===== config.mk =====
export PLATFORM = sky130hd
export DESIGN_NAME = fetch_fault_tracker
export DESIGN_NICKNAME = d
export VERILOG_FILES = /design/src/rtl/fft_pkg.sv /design/src/rtl/fft_stage.sv /design/src/rtl/fft_fault_regs.sv /design/src/rtl/fetch_fault_tracker.sv
export SDC_FILE = /design/constraint.sdc
export NUM_CORES = 1
export LEC_CHECK = 0
export BUFFER_PORTS_ARGS = -buffer_cell sky130_fd_sc_hd__clkbuf_2
export CAP_MARGIN = 20
export CORE_MARGIN = 1.5
export CORE_UTILIZATION = 58
export CTS_CLUSTER_DIAMETER = 100
export DETAILED_ROUTE_END_ITERATION = 8
export GPL_TIMING_DRIVEN = 0
export PLACE_DENSITY = 0.86
export SKIP_LAST_GASP = 1
export SYNTH_ARGS = -nofsm -noshare
export SYNTH_HDL_FRONTEND = slang
export SYNTH_HIERARCHICAL = 1
export SYNTH_SLANG_ARGS = --single-unit

===== constraint.sdc =====
create_clock -name clk -period 2.75 [get_ports clk]
set_clock_uncertainty 0.1 [all_clocks]
set_input_delay 0.55 -clock clk [delete_from_list [all_inputs] [get_ports clk]]
set_output_delay 0.55 -clock clk [all_outputs]
set_load 0.1 [all_outputs]

===== src/rtl/fft_pkg.sv =====
// Shared codes for the deferred fetch fault tracker.
// Assumes the source code field is two bits wide on every user.
package fft_pkg;
    localparam int SRC_W = 2;

    typedef enum logic [SRC_W-1:0] {
        SRC_NONE   = 2'd0,
        SRC_TCM_A  = 2'd1,
        SRC_TCM_B  = 2'd2,
        SRC_SYSBUS = 2'd3
    } fault_src_e;

    typedef enum logic [1:0] {
        SEL_STATUS = 2'd0,
        SEL_ADDR   = 2'd1,
        SEL_AUX    = 2'd2,
        SEL_NONE   = 2'd3
    } rd_sel_e;
endpackage


===== src/rtl/fft_stage.sv =====
// One pipeline slot: valid bit, fault mark and payload.
// Assumes kill has priority over enable; payload is left as is on kill
// because nothing reads it while valid is low.
module fft_stage #(
    parameter int PAY_W = 8
) (
    input  logic             clk,
    input  logic             rst_n,
    input  logic             en,
    input  logic             kill,
    input  logic             in_valid,
    input  logic             in_fault,
    input  logic [PAY_W-1:0] in_pay,
    output logic             out_valid,
    output logic             out_fault,
    output logic [PAY_W-1:0] out_pay
);
    // Valid and fault mark: cleared by reset or kill, loaded on enable.
    always_ff @(posedge clk) begin
        if (!rst_n) begin
            out_valid <= 1'b0;
            out_fault <= 1'b0;
        end else if (kill) begin
            out_valid <= 1'b0;
            out_fault <= 1'b0;
        end else if (en) begin
            out_valid <= in_valid;
            out_fault <= in_fault;
        end
    end

    // Payload: loaded on enable, held otherwise.
    always_ff @(posedge clk) begin
        if (!rst_n)
            out_pay <= '0;
        else if (en && !kill)
            out_pay <= in_pay;
    end
endmodule


===== src/rtl/fft_fault_regs.sv =====
// Fault capture registers and their read port.
// Assumes cap_en is high for exactly the cycle of a taken abort and
// that ADDR_W is wider than the type and source fields.
module fft_fault_regs
    import fft_pkg::*;
#(
    parameter int ADDR_W = 32,
    parameter int TYPE_W = 4
) (
    input  logic              clk,
    input  logic              rst_n,
    input  logic              cap_en,
    input  logic [ADDR_W-1:0] cap_addr,
    input  logic [SRC_W-1:0]  cap_src,
    input  logic [TYPE_W-1:0] cap_type,
    input  logic [1:0]        rd_sel,
    output logic [ADDR_W-1:0] rd_data
);
    logic [ADDR_W-1:0] addr_q;
    logic [SRC_W-1:0]  aux_q;
    logic [TYPE_W-1:0] status_q;

    // Load all three fields together on a taken abort.
    always_ff @(posedge clk) begin
        if (!rst_n) begin
            addr_q   <= '0;
            aux_q    <= '0;
            status_q <= '0;
        end else if (cap_en) begin
            addr_q   <= cap_addr;
            aux_q    <= cap_src;
            status_q <= cap_type;
        end
    end

    // Read mux with zero extension of the narrow fields.
    always_comb begin
        case (rd_sel_e'(rd_sel))
            SEL_STATUS: rd_data = {{(ADDR_W-TYPE_W){1'b0}}, status_q};
            SEL_ADDR:   rd_data = addr_q;
            SEL_AUX:    rd_data = {{(ADDR_W-SRC_W){1'b0}}, aux_q};
            default:    rd_data = '0;
        endcase
    end

    assert_capture_addr_R8: assert property (@(posedge clk) disable iff (!rst_n)
        cap_en |=> (addr_q == $past(cap_addr)) && (aux_q == $past(cap_src))
                   && (status_q == $past(cap_type)));

    assert_regs_hold_R11: assert property (@(posedge clk) disable iff (!rst_n)
        !cap_en |=> $stable(addr_q) && $stable(aux_q) && $stable(status_q));
endmodule


===== src/rtl/fetch_fault_tracker.sv =====
// Deferred fetch fault tracker: carries a fault mark with each fetched
// slot through DEPTH stages and raises a precise abort only when the
// faulted slot executes. Assumes fetch is presented again if it is
// offered while advance is low, and that flush outranks abort.
module fetch_fault_tracker
    import fft_pkg::*;
#(
    parameter int ADDR_W = 32,
    parameter int DATA_W = 32,
    parameter int TYPE_W = 4,
    parameter int DEPTH  = 3
) (
    input  logic              clk,
    input  logic              rst_n,
    input  logic              fetch_valid,
    input  logic [ADDR_W-1:0] fetch_addr,
    input  logic [DATA_W-1:0] fetch_data,
    input  logic              fetch_err,
    input  logic [1:0]        fetch_src,
    input  logic [TYPE_W-1:0] fetch_type,
    input  logic              advance,
    input  logic              flush,
    output logic              abort_req,
    output logic              ex_valid,
    output logic [DATA_W-1:0] ex_data,
    input  logic [1:0]        rd_sel,
    output logic [ADDR_W-1:0] rd_data
);
    localparam int PAY_W = TYPE_W + SRC_W + ADDR_W + DATA_W;

    logic [DEPTH:0]   v;
    logic [DEPTH:0]   f;
    logic [PAY_W-1:0] p [0:DEPTH];
    logic             kill;

    logic [ADDR_W-1:0] ex_addr;
    logic [SRC_W-1:0]  ex_src;
    logic [TYPE_W-1:0] ex_type;

    // Entry point: the fault mark only counts on a valid fetch.
    assign v[0] = fetch_valid;
    assign f[0] = fetch_valid & fetch_err;
    assign p[0] = {fetch_type, fetch_src, fetch_addr, fetch_data};

    // Chain of identical slots from fetch to execute.
    for (genvar i = 0; i < DEPTH; i++) begin : g_stage
        fft_stage #(.PAY_W(PAY_W)) stage_i (
            .clk      (clk),
            .rst_n    (rst_n),
            .en       (advance),
            .kill     (kill),
            .in_valid (v[i]),
            .in_fault (f[i]),
            .in_pay   (p[i]),
            .out_valid(v[i+1]),
            .out_fault(f[i+1]),
            .out_pay  (p[i+1])
        );
    end

    // Split the execute slot back into its fields.
    assign {ex_type, ex_src, ex_addr, ex_data} = p[DEPTH];

    // Abort only when the faulted slot would actually execute.
    assign abort_req = v[DEPTH] & f[DEPTH] & advance & ~flush;
    assign kill      = flush | abort_req;
    assign ex_valid  = v[DEPTH] & ~f[DEPTH];

    fft_fault_regs #(.ADDR_W(ADDR_W), .TYPE_W(TYPE_W)) regs_i (
        .clk     (clk),
        .rst_n   (rst_n),
        .cap_en  (abort_req),
        .cap_addr(ex_addr),
        .cap_src (ex_src),
        .cap_type(ex_type),
        .rd_sel  (rd_sel),
        .rd_data (rd_data)
    );

    assert_flush_clears_R5: assert property (@(posedge clk) disable iff (!rst_n)
        flush |=> (v[DEPTH:1] == '0) && (f[DEPTH:1] == '0));

    assert_abort_pulse_R7: assert property (@(posedge clk) disable iff (!rst_n)
        abort_req |=> !abort_req);

    assert_abort_kills_R7: assert property (@(posedge clk) disable iff (!rst_n)
        abort_req |=> (v[DEPTH:1] == '0));

    assert_stall_hold_R4: assert property (@(posedge clk) disable iff (!rst_n)
        (!advance && !flush) |=> $stable(v[DEPTH:1]) && $stable(f[DEPTH:1]));
endmodule


* Word level (Yosys, flattened, before mapping)
Index checks and enable logic that the tools add are counted.
Widths: inputs -> output; s select.
** Storage, ports and cells
- Input bits :: 78
- Bits in read-only memories :: 0
- Latch bits :: 0
- Bits in writable memories :: 0
- Register bits after elaboration :: 254
- Memories :: 0
** Operators by class
- $mul :: 0
- $lt $le $gt $ge :: 0
- Bitwise logic cells :: 9
- Add/subtract/negate cells :: 0
- Shift-type cells :: 0
- Reductions and logical operators :: 4
- Equality and inequality tests :: 2
- Div/mod/pow operators :: 0
- Muxes and demuxes :: 1
** Operators with widths (count)
- $pmux 32 s3 :: 1
- $and 1x1->1 :: 5
- $not 1->1 :: 3
- $eq 2x1->1 const B :: 1
- $eq 2x2->1 const B :: 1
- $logic_not 2->1 :: 1
- $reduce_or 2->1 :: 1
- $logic_and 1x1->1 :: 1
- $logic_not 1->1 :: 1
- $or 1x1->1 :: 1

* Longest topological paths before layout
- Depth in word-level cells :: 6
- Depth in mapped cells :: 5
- Depth with buffers taken out :: 3

* Modules after synthesis
Netlist, hierarchy kept.
** By module, submodules not included
- fft_stage :: area an instance 2951.6 um^2, cells each 312, times used 3
- fft_fault_regs :: area an instance 1726.7 um^2, cells each 162, times used 1
- fetch_fault_tracker :: area an instance 31.3 um^2, cells each 4, times used 1

* Least setup slack after synthesis
Ideal clock, no wire load.
- Kind :: input-to-output
- Start :: in rd_sel[1]
- End :: out rd_data[0]
- Data required time :: 2.100 ns
- Buffers on the path :: 0
- Path slack :: -0.013 ns
- Stages on the path :: 2
- Arrival :: 2.113 ns
- Cells stage by stage :: mux2i_1 o2bb2ai_1
** On the way
- Cells in the longest elaborated chain, start to end :: 2
- Elaborated cells on any way between the ends :: 4
- Classes of those cells :: eq/ne: 2; mux: 1; reduce/logical: 1
** Ends and longest elaborated chain
- start, declared :: RTL line fetch_fault_tracker.sv:26 : input logic [1:0] rd_sel,
- $eq 2x2->1 (tied with other cells) :: RTL line fft_fault_regs.sv:38 : case (rd_sel_e'(rd_sel))
- $pmux 32 s3 (*) :: RTL line fft_fault_regs.sv:38
- end, declared :: RTL line fetch_fault_tracker.sv:27 : output logic [ADDR_W-1:0] rd_data
Every way passes the cells marked *; elsewhere a longest branch is shown, timed or not.

* Worst setup path after layout
- Start :: in rd_sel[0]
- End :: out rd_data[0]
The elaborated chain is that of the path after synthesis.

==> flow_summary.yaml <==
run_status:
  status: "complete, no violations"
detailed_routing:
  wirelength_um: 21600
  firstDrtPassIters: 5
  drc: 0
  drtIter0Drc: 320
  wl_per_cell_um: 14.2
  vias_per_cell: 5.01
  dr_total_vias: 7606
  antenna_left: 0
yosys:
  synth-xor-area-share: 0
  ys_warn_count: 6
  synth_edf_count: 0
  ys_top_cells_by_area: "dfxtp_1 48%, mux2i_1 24%, nand2_1 15%, buf_12 4.9%, nor2b_1 2.3%"
  ys_types: 17
  netlist.area_leader.share: 0.479
  syn-instance-count: 1102
  ys_seq_elements: 254
  synth_seq_area_share: 0.479
  yosysMostFrequentCell: "nand2_1"
  muxShareOfSynthArea: 0.243
  avgSynthCellArea_sq_um: 9.63
  ys.flop_type: "dfxtp_1"
  synth_top_family_by_area: "multiplexers"
  syn_area_sq_um: 10600
  synth-simple-area-share: 0.199
  synth-compound-area-share: 0.00248
  synth_top_area_cell: "dfxtp_1"
  syn_nets: 1180
  synthTopCellsByCount: "420 x nand2_1, 258 x mux2i_1, 254 x dfxtp_1"
  ys_async_sr_fraction: 0
  synthAdderAreaFrac: 0
timing:
  hold_viol_final: 0
  tightest_slew_ps: 585
  setup_viol: 0
  max-slew-margin-rel: 0.612
  final_max_slew_viol_count: 0
  tns_ps: 0
  grt_setup_unrepaired: "no"
  period_share: 0.890
  finalCriticalPeriod_ps: 2450
  clock.fmax_ghz: 0.409
global_routing:
  grt_max_degree: 14
  grt_use_total: 0.222
  overflow: 0
  grt_pass1_vias: 7524
  grt_pass1_wl_um: 35800
  antenna_found_initial: 0
clock_tree:
  clkSinkCount: 254
  path_clk_slew_ps: 60
  root_buffer: "clkbuf_16"
  clockBufferDepth: 3
  numCtsBuffers: 26
  cts_hold_buf: 0
  cts.htree.levels: 1
  postCtsSetupRepairBufs: 0
  clk_latency_ps: 520
  cts.repair.resized: 0
  cts_tree: "built"
worst_setup_path:
  cpPeakStageDelay_ps: 490
  cpMaxStageDelayCell: "clkbuf_2"
  end_kind: "output port"
  worstPathArrival_ps: 1800
  reg2reg_from: "g_stage[2].stage_i/out_fault$_SDFFE_PP0P_"
  crit_path_cell_trace: "clkbuf_2 -> nor2b_2 -> buf_4 -> o2bb2ai_2 -> clkbuf_2"
  critPathMaxFanout: 10
  r2r_cells: 5
  worstSetupStartpointType: "input port"
  r2r_slack_ps: 1160
  cp_common_cell: "clkbuf_2"
  critPathKind: "input port to output port"
  crit_required_ps: 2100
  worstReg2RegEnd: "g_stage[0].stage_i/out_pay[49]$_SDFFE_PN0P_"
flow_run:
  cap_viol_max_count: 0
placed_design:
  port_buffers: 142
  hpwlAfterDp_um: 15200
  gp_congestion: 0.750
finish:
  fillerInstances: 1397
  n_antenna_cell: 0
  final_core_util: 0.696
  drive_above_1_share: 0.198
  finalNetCount: 1350
  syn2layout_area_growth_pct: 17.8
power_and_ir_drop:
  p_per_area_nw_per_um2: 632
  p_leak_nw: 4.99
  peakVddDrop_mv: 0.569
  finalPower_mw: 7.90
floorplanning:
  die_y_um: 138
  initial_utilization: 0.591
  coreArea_sq_um: 18000
  fp.dieW_um: 138
  ioPinCount: 144
  num_rows: 49
  die_area_sq_um: 19100
hold_path:
  hold_start: "fetch_data[9]"
  whs_endpoint: "g_stage[0].stage_i/out_pay[9]$_SDFFE_PN0P_"
  hold_path.class: "input port to register"
  hold_depth: 3
-- cells in the final DEF, fill, tap and decap left out --
cell type	count
nor2b_1	39
nor2b_4	3
a31o_1	1
clkinv_2	4
buf_4	7
o2bb2ai_2	2
bufinv_16	2
nor2_1	8
buf_6	1
clkbuf_16	26
nand2b_1	3
clkinvlp_4	1
buf_2	32
clkinv_8	1
nor2b_2	1
dfxtp_1	254
clkbuf_1	21
clkbuf_8	8
mux2i_1	258
and2_1	29
and4b_1	1
buf_12	26
clkbuf_2	142
nand2_1	420
-- flip-flops by register name (all words and copies together) (netlist names) --
signal	count
g_stage.stage_i/out_fault	3
g_stage.stage_i/out_valid	3
regs_i/status_q	4
g_stage.stage_i/out_pay	210
regs_i/aux_q	2
regs_i/addr_q	32
-- metrics by stage --
step / worst slack [ps] / cell area (sq um) / hold WS, ps / std cells
floorplan: 193 / 10600 / 334 / 1102
global placement: 313 / 11600 / 342 / 1473
detailed placement: 308 / 11600 / 346 / 1473
CTS: 306 / 12500 / 132 / 1519
global route: 247 / 12500 / 143 / 1519
finish: 304 / 12500 / 149 / 1519
-- area by class of cell --
type,count,area [sq um],area share
flip-flops and latches,254,5080,0.407
well taps,229,287,0.0229
repair buffers,142,711,0.0568
clock buffers,38,776,0.0620
clock inverters,8,104,0.00831
plain buffers,83,808,0.0647
multi-input cells,765,4730,0.379
-- per-layer routing --
metal / vias to the layer above / global-route usage / share of wire
met1: 3524 / 0.287 / 0.45
met4: 0 / 0.0377 / 0.013
li1: 3900 / - / -
met3: 25 / 0.0339 / 0.039
met2: 157 / 0.397 / 0.50
met5: - / 0 / 0
-- worst max-delay path by stage --
stage / slack (ps) / startpoint / depth (start not counted) / end
CTS: 310 / rd_sel[0] / 5 / rd_data[0]
detailed placement: 310 / rd_sel[0] / 5 / rd_data[0]
floorplan: 190 / rd_sel[0] / 2 / rd_data[2]
finish: 300 / rd_sel[0] / 5 / rd_data[0]
global placement: 310 / rd_sel[0] / 5 / rd_data[0]
global route: 250 / rd_sel[0] / 5 / rd_data[0]
-- report_power, final --
part | internal (mW) | switching, mW | leakage, nW | total, mW
sequential | 3.76 | 0.0421 | 2.06 | 3.80
combinational | 0.258 | 0.312 | 2.50 | 0.571
clock | 2.14 | 1.40 | 0.434 | 3.53
-- cells by family after synthesis --
kind of cell,count (synthesis)
mux,258
simple gates,504
flops,254
compound gates,3
buf+inv,83
-- worst max-delay path, delay by kind of cell --
kind,cells,cell delay [ps]
buf+inv,3,890
simple gates,1,210
compound gates,1,150
No activity file was read; power rests on OpenSTA's default activity.
